[config.mk]
export PLATFORM = sky130hd
export DESIGN_NAME = cos_input_ctrl
export DESIGN_NICKNAME = d
export VERILOG_FILES = /design/src/rtl/cos_pkg.sv /design/src/rtl/cos_bus_ctrl.sv /design/src/rtl/cos_datapath.sv /design/src/rtl/cos_input_ctrl.sv
export SDC_FILE = /design/constraint.sdc
export NUM_CORES = 1
export LEC_CHECK = 0
export BUFFER_PORTS_ARGS = -buffer_cell sky130_fd_sc_hd__buf_2
export CAP_MARGIN = 20
export CORE_UTILIZATION = 50
export CTS_CLUSTER_SIZE = 24
export DETAILED_ROUTE_END_ITERATION = 10
export PLACE_DENSITY = 0.78
export REMOVE_ABC_BUFFERS = 1
export SLEW_MARGIN = 10
export SYNTH_ARGS = -nofsm -noshare
export SYNTH_HDL_FRONTEND = slang
export SYNTH_SLANG_ARGS = --single-unit
export TNS_END_PERCENT = 50
[constraint.sdc]
create_clock -name clk -period 1.4 [get_ports clk]
set_input_delay 0.07 -clock clk [delete_from_list [all_inputs] [get_ports clk]]
set_output_delay 0.07 -clock clk [all_outputs]
set_load 0.01 [all_outputs]
[src/rtl/cos_pkg.sv]
package cos_pkg;
  localparam int unsigned ADDR_W   = 3;
  localparam int unsigned DATA_W   = 8;
  localparam logic [ADDR_W-1:0] STATUS_ADDR = 3'd7;
  localparam int unsigned IRQ_N_BIT = 6;

  typedef struct packed {
    logic              loadArm;
    logic              ackStatus;
    logic              rdValid;
    logic [ADDR_W-1:0] rdSel;
  } cos_strobes_t;

  // Byte offset of input group g: the window skips offset 3.
  function automatic logic [ADDR_W-1:0] groupOffset(input int unsigned g);
    int unsigned off;
    off = (g < 3) ? g : g + 1;
    return off[ADDR_W-1:0];
  endfunction
endpackage

[src/rtl/cos_bus_ctrl.sv]
module cos_bus_ctrl
  import cos_pkg::*;
(
  input  logic [ADDR_W-1:0] busAddr,
  input  logic              busWr,
  input  logic              busRd,
  output cos_strobes_t      strobes
);
  logic hitStatus;

  always_comb begin
    hitStatus         = (busAddr == STATUS_ADDR);
    strobes.loadArm   = busWr && hitStatus;
    strobes.ackStatus = busRd && hitStatus;
    strobes.rdValid   = busRd;
    strobes.rdSel     = busAddr;
  end
endmodule

[src/rtl/cos_datapath.sv]
module cos_datapath
  import cos_pkg::*;
#(
  parameter int unsigned GROUPS  = 6,
  parameter int unsigned GROUP_W = 8,
  localparam int unsigned PINS   = GROUPS * GROUP_W
) (
  input  logic              clk,
  input  logic              rstN,
  input  logic [PINS-1:0]   pinsIn,
  input  cos_strobes_t      strobes,
  input  logic [DATA_W-1:0] busWdata,
  output logic [DATA_W-1:0] busRdata,
  output logic [GROUPS-1:0] armQ,
  output logic [GROUPS-1:0] flagsQ,
  output logic [GROUPS-1:0] chgGroups,
  output logic              irqOut
);
  logic [PINS-1:0]   meta1Q;
  logic [PINS-1:0]   syncQ;
  logic [PINS-1:0]   prevQ;
  logic [GROUPS-1:0] armNext;
  logic [GROUPS-1:0] flagsNext;

  // Two-stage synchroniser followed by a one-cycle history register.
  always_ff @(posedge clk) begin
    if (!rstN) begin
      meta1Q <= '0;
      syncQ  <= '0;
      prevQ  <= '0;
    end else begin
      meta1Q <= pinsIn;
      syncQ  <= meta1Q;
      prevQ  <= syncQ;
    end
  end

  // Any-edge detection, reduced per group.
  for (genvar g = 0; g < GROUPS; g++) begin : g_detect
    assign chgGroups[g] = |(syncQ[g*GROUP_W +: GROUP_W] ^ prevQ[g*GROUP_W +: GROUP_W]);
  end

  always_comb begin
    armNext   = strobes.loadArm ? busWdata[GROUPS-1:0] : armQ;
    flagsNext = strobes.ackStatus ? '0 : flagsQ;
    flagsNext = (flagsNext | (chgGroups & armQ)) & armNext;
  end

  always_ff @(posedge clk) begin
    if (!rstN) begin
      armQ   <= '0;
      flagsQ <= '0;
    end else begin
      armQ   <= armNext;
      flagsQ <= flagsNext;
    end
  end

  assign irqOut = |flagsQ;

  // Read multiplexer.
  always_comb begin
    busRdata = '0;
    if (strobes.rdValid) begin
      if (strobes.rdSel == STATUS_ADDR) begin
        busRdata[GROUPS-1:0] = flagsQ;
        busRdata[IRQ_N_BIT]  = ~irqOut;
      end else begin
        for (int unsigned p = 0; p < GROUPS; p++) begin
          if (strobes.rdSel == groupOffset(p)) begin
            busRdata = syncQ[p*GROUP_W +: GROUP_W];
          end
        end
      end
    end
  end
endmodule

[src/rtl/cos_input_ctrl.sv]
module cos_input_ctrl
  import cos_pkg::*;
#(
  parameter int unsigned GROUPS  = 6,
  parameter int unsigned GROUP_W = 8
) (
  input  logic                       clk,
  input  logic                       rstN,
  input  logic [2:0]                 busAddr,
  input  logic                       busWr,
  input  logic                       busRd,
  input  logic [7:0]                 busWdata,
  output logic [7:0]                 busRdata,
  input  logic [GROUPS*GROUP_W-1:0]  pinsIn,
  output logic                       irqOut
);
  cos_strobes_t      strobes;
  logic [GROUPS-1:0] armQ;
  logic [GROUPS-1:0] flagsQ;
  logic [GROUPS-1:0] chgGroups;

  cos_bus_ctrl u_ctrl (
    .busAddr (busAddr),
    .busWr   (busWr),
    .busRd   (busRd),
    .strobes (strobes)
  );

  cos_datapath #(.GROUPS(GROUPS), .GROUP_W(GROUP_W)) u_dp (
    .clk       (clk),
    .rstN      (rstN),
    .pinsIn    (pinsIn),
    .strobes   (strobes),
    .busWdata  (busWdata),
    .busRdata  (busRdata),
    .armQ      (armQ),
    .flagsQ    (flagsQ),
    .chgGroups (chgGroups),
    .irqOut    (irqOut)
  );
endmodule

# == Word level (Yosys, flattened, before mapping) ==
# Index checks and enable logic that the tools add are counted.
# word_totals
register_bits,156
inputBits,63
# classes
mux,11
reduce_logical,10
n_bitwise,10
n_eq_ne,6
# ops
op,n
$mux W8,7
$reduce_or A8 Y1,6
$xor A8 B8 Y8,6
$and A6 B6 Y6,2
$eq A3 B3 Y1 const B,4
$mux W6,2
$mux W7,1
$or A6 B6 Y6,1
$reduce_or A6 Y1,1
$eq A3 B1 Y1 const B,1
$eq A3 B2 Y1 const B,1
$logic_not A3 Y1,1
$logic_and A1 B1 Y1,2
$mux W1,1
$not A1 Y1,1

# == Logic depth before layout (Yosys ltp) ==
# depth
depth_word,9
depth_mapped,7
ltp_nobuf,4

# == By module ==
# Synthesis repeated with hierarchy kept, for this count alone.
# unflattened
hier_cells,524
area_unflattened_um2,5584.1
# by_module_without_submodules
mod,seq_area_each_um2,area_each_um2,instances,cells_each
cos_datapath,3123.0,5536.6,1,518
cos_bus_ctrl,0.0,47.5,1,6

# == Least setup slack after synthesis ==
# OpenSTA, ideal clock, no wires.
# synth_path
kind,in2out
start,input busAddr[2]
end,output busRdata[4]
stages,6
path_buffers,2
path_slack_ps,319
arrival_ps,1011
path_cell_list,buf_6 buf_8 mux2_4 a22oi_2 nor2_1 o221a_1
# synth_via
elab_chain_len,9
word_cells_on_any_way,15
cone_classes,eq/ne (6); mux (8); reduce/logical (1)
# synth_lines
item,line_no,text
"start, declared",cos_input_ctrl.sv:9,"input logic [2:0] busAddr,"
$logic_not A3 Y1,cos_datapath.sv:70,if (strobes.rdSel == groupOffset(p)) begin
$mux W8 (6 in a row),cos_datapath.sv:70,
$mux W7 (*),cos_datapath.sv:65,if (strobes.rdSel == STATUS_ADDR) begin
$mux W8 (*),cos_datapath.sv:64,if (strobes.rdValid) begin
"end, declared",cos_input_ctrl.sv:13,"output logic [7:0] busRdata,"
# Every way passes the cells marked *; elsewhere a longest branch is shown, timed or not.

# == Final worst setup path ==
# layout_path
start,register u_dp.flagsQ[5]
end,output busRdata[6]
# layout_via
elab_chain_len,4
# layout_lines
item,line_no,text
"start, declared",cos_datapath.sv:15,"output logic [GROUPS-1:0] flagsQ,"
"start signal, assigned",cos_datapath.sv:55,flagsQ <= flagsNext;
$reduce_or A6 Y1,cos_datapath.sv:59,assign irqOut = |flagsQ;
$not A1 Y1,cos_datapath.sv:67,busRdata[IRQ_N_BIT] = ~irqOut;
$mux W7,cos_datapath.sv:65,
$mux W8,cos_datapath.sv:64,
# No other way between the ends.

==> run summary <==
The flow ran to the end, but the final reports show violations. The checks that failed: setup timing. For this design the static power due to leakage is 2.996 nW. Row generation in the floorplan step produced 37 rows. The largest driver fanout on the critical path works out to 3. From bottom edge to top edge, the die measures 105.9 um.

The min-delay analysis places its worst path in the category in2reg. For the post-route cell area, the log shows 7287 sq um. The portion of synthesized cell area occupied by the leading cell type came out at 57.84%. Among all flip-flop cells after synthesis, the most frequent one is sky130_fd_sc_hd__dfxtp_1.

The floorplan step set the die width to 105.9 um. The clock passes through at most 2 buffers. In this run the worst setup path terminates at busRdata[6]. 72 I/O pins were placed.

During synthesis, Yosys emitted a total of 0 warnings. Clock skew on the completed layout was measured at 7.500 ps. Across the VDD grid, the largest voltage drop is 768.8 uV. In this run the cell area measured after placement is 5913 sq um.

The leading cell type by number of instances after synthesis is sky130_fd_sc_hd__dfxtp_1. Counting the buffers created by CTS gives 17. The sequential-to-total area share from yosys stat was 57.84%. The total area of multi-input combinational cells came out at 2172 sq um.

For the total detailed-routing wirelength, the log shows 10550 um. Global routing used 20.18% of the available tracks. The period utilization came out at 129.8%. For the total overflow reported by the global router, the log shows 0.

The initial utilization of the core area, before any placement, comes to 51.83%. The post-route antenna net violation count came out at 0. The largest net degree at the start of global routing is 62. The root buffer cell chosen for the clock tree is sky130_fd_sc_hd__clkbuf_8. In this run the tightest slew margin relative to its limit is 76.73%. Counting distinct cell types in the post-synthesis netlist gives 37. The ratio of total power to cell area came out at 1353 nW/um^2.

Cell count after synthesis: 494. Setup slack on the worst reg-to-reg path comes out at 240 ps. The startpoint of the worst setup timing path was u_dp.flagsQ[5].

The launch instance of the worst register-to-register path was u_dp.syncQ[10]. Final HPWL from detailed placement: 6674 um. Hold timing on the final database bottoms out at a slack of 177.2 ps. Clock latency reported for the late side of the worst-skew pair: 530 ps. Counting flops with a built-in enable in the synthesized netlist gives 0. The tools report the number of slew-limit violations in the final report as 0.

The commonest cells after synthesis are sky130_fd_sc_hd__dfxtp_1, sky130_fd_sc_hd__and2_1, sky130_fd_sc_hd__xnor2_1. TritonCTS built the clock tree. The first global-routing pass estimated 17240 um of wire. After detailed routing, the number of remaining DRC violations is 0. Yosys attributes the largest share of cell area to sky130_fd_sc_hd__dfxtp_1, sky130_fd_sc_hd__and2_1, sky130_fd_sc_hd__xnor2_1. In this run the cell area of the synthesized design comes to 5399 sq um.

Counting I/O delays and the setup requirement, the final critical path takes 1817 ps. The H-tree depth is 4, and the number of port buffers is 69. For the number of failing setup endpoints in the final timing report, the log shows 9. The maximum clock frequency is 0.5502 GHz, and the pre-CTS setup slack is -4.685 ps.

For the final routed database, the setup TNS stands at -2938 ps. The critical path in this run is classified as reg2out. The tools report the antenna cell count as 0. The actual slew at the worst max-slew pin was 349.1 ps. A synthesized cell averages 10.93 sq um.

The region available for standard cell placement spans 10420 sq um. The tools report the final worst-path setup slack as -417.4 ps. The number of cells on the worst reg-to-reg path works out to 5. The end-of-flow core utilization is 69.96%. The endpoint identified for the worst register-to-register timing path is u_dp.flagsQ[1]. At the end of routability-driven placement, the weighted congestion stood at 0.8766. The run gives 0 as the initial antenna violation count. The sequential cell area in the final layout is 3144 sq um.

Most area-hungry cell type in the Yosys netlist: sky130_fd_sc_hd__dfxtp_1. The filler cells instantiated in the layout total 751. The number of sinks driven by the clock tree is 156. In this run, the number of DRC markers left after iteration 0 of detailed routing was 148. Clock-pin slew was measured on the worst setup and hold paths at 70 ps. Capturing element type of the critical path: an output port. Die footprint: 11220 sq um.

The run gives 1330 ps as the required time at the worst-slack endpoint. In this run, synthesis produced a sequential element count of 156. In the routed layout, each cell is associated on average with a via count of 4.753. Max-cap violations in this run came to 0.

The share of cells above drive strength 1 was 26.22%. The total vias in the final route was 3764; the number of nets at the end of the flow was 706. The run gives 0 as the count of endpoints failing hold in the final timing report.

The first detailed-routing pass ran for 4 iterations. Setup repair after global routing could not meet its margin everywhere. From synthesis to final layout, the design area changed by 34.97%. Startpoint class of the critical path: a register. The average wire per cell in the routed design is 13.32 um. At the worst endpoint, the arrival time is 1750 ps. Via count of the first global-routing pass: 3717. Proportion of register bits with asynchronous set or reset after synthesis: 0%.
## per-stage QoR
| step | std cells | total power [mW] |
|---|---|---|
| 4_1_cts | 787 | 9.918 |
| 6_report | 792 | 9.858 |
| 3_3_place_gp | 687 | 5.334 |
| 3_5_place_dp | 687 | 5.353 |
| 2_1_floorplan | 466 | 5.063 |
| 5_1_grt | 792 | 10.25 |
## repair_timing
action                     in CTS  in global routing
hold endpoints to repair       62                  0
setup buffers                   6                  5
pin swaps                      11                  4
resized for setup              26                  3
setup endpoints to repair       9                 11
hold buffers                   62                  0
## how the worst min path moves through the flow
stage	from	to	cells past startpoint
2_1_floorplan	rstN	u_dp.meta1Q[0]	1
3_3_place_gp	pinsIn[4]	u_dp.meta1Q[4]	2
3_5_place_dp	pinsIn[11]	u_dp.meta1Q[11]	2
4_1_cts	busRd	u_dp.flagsQ[4]	4
5_1_grt	busAddr[1]	u_dp.armQ[1]	4
6_report	busAddr[1]	u_dp.armQ[1]	4
## layout by cell type, fill, tap and decap left out, types with 4 or more instances in the layout
cell / n
sky130_fd_sc_hd__and2_1: 144
sky130_fd_sc_hd__dfxtp_1: 141
sky130_fd_sc_hd__buf_2: 64
sky130_fd_sc_hd__dlygate4sd3_1: 62
sky130_fd_sc_hd__xnor2_1: 48
sky130_fd_sc_hd__buf_4: 26
sky130_fd_sc_hd__clkbuf_16: 16
sky130_fd_sc_hd__nand2_1: 15
sky130_fd_sc_hd__nor2_1: 14
sky130_fd_sc_hd__dfxtp_2: 14
sky130_fd_sc_hd__nand4_1: 13
sky130_fd_sc_hd__o21ai_0: 9
sky130_fd_sc_hd__mux2i_1: 8
sky130_fd_sc_hd__a22oi_2: 7
sky130_fd_sc_hd__o22ai_1: 7
sky130_fd_sc_hd__nand3_1: 6
sky130_fd_sc_hd__mux2_4: 5
sky130_fd_sc_hd__o21ai_2: 5
sky130_fd_sc_hd__a21boi_2: 5
sky130_fd_sc_hd__inv_8: 5
sky130_fd_sc_hd__inv_6: 5
sky130_fd_sc_hd__buf_6: 5
sky130_fd_sc_hd__o221a_2: 4
## worst max-delay path: stages (launching register included)
cell                       delay [ps]
sky130_fd_sc_hd__dfxtp_2          330
sky130_fd_sc_hd__nor4_1           290
sky130_fd_sc_hd__nand2_1          150
sky130_fd_sc_hd__nand2b_1         110
sky130_fd_sc_hd__and3_1           200
sky130_fd_sc_hd__buf_2            140
## cell type report
type | count | area share, %
clock buffer | 17 | 5.683
clock inverter | 15 | 2.335
inverter | 1 | 0.05151
multi-input combinational | 309 | 29.81
sequential | 156 | 43.15
tap | 136 | 2.335
timing repair buffer | 158 | 16.64
## registers in the layout (all words and copies together), names as in the netlist
signal and cells:
u_dp.meta1Q 48, u_dp.armQ 6, u_dp.prevQ 48, u_dp.syncQ 48
u_dp.flagsQ 6
## where the power goes
| group | switching, mW | leakage [nW] | internal [mW] |
|---|---|---|---|
| clock network | 1.96 | 0.283 | 2.46 |
| registers | 0.0892 | 1.29 | 4.61 |
| logic | 0.293 | 1.43 | 0.439 |
| total | 2.35 | 3.00 | 7.51 |
## logic make-up (layout without fill, tap and decap cells)
logic type                count (synthesis)  count (layout)  share of synthesized area (%)
and+or+nand+nor                         201             201                          21.90
DFF                                     156             156                          57.84
xor gates and xnor gates                 48              48                          7.787
AOI/OAI and AO/OA                        45              45                          6.790
buffers and inverters                    29             191                          2.595
muxes                                    15              15                          3.082
## metal layers
metal	vias up	track usage, %	share of wire (%)
met5	-	0	0
li1	1909	-	-
met4	0	8.631	2.4
met3	26	5.334	4.4
met1	1719	25.34	46
met2	110	32.77	47
Power figures use the tool's default switching activity.
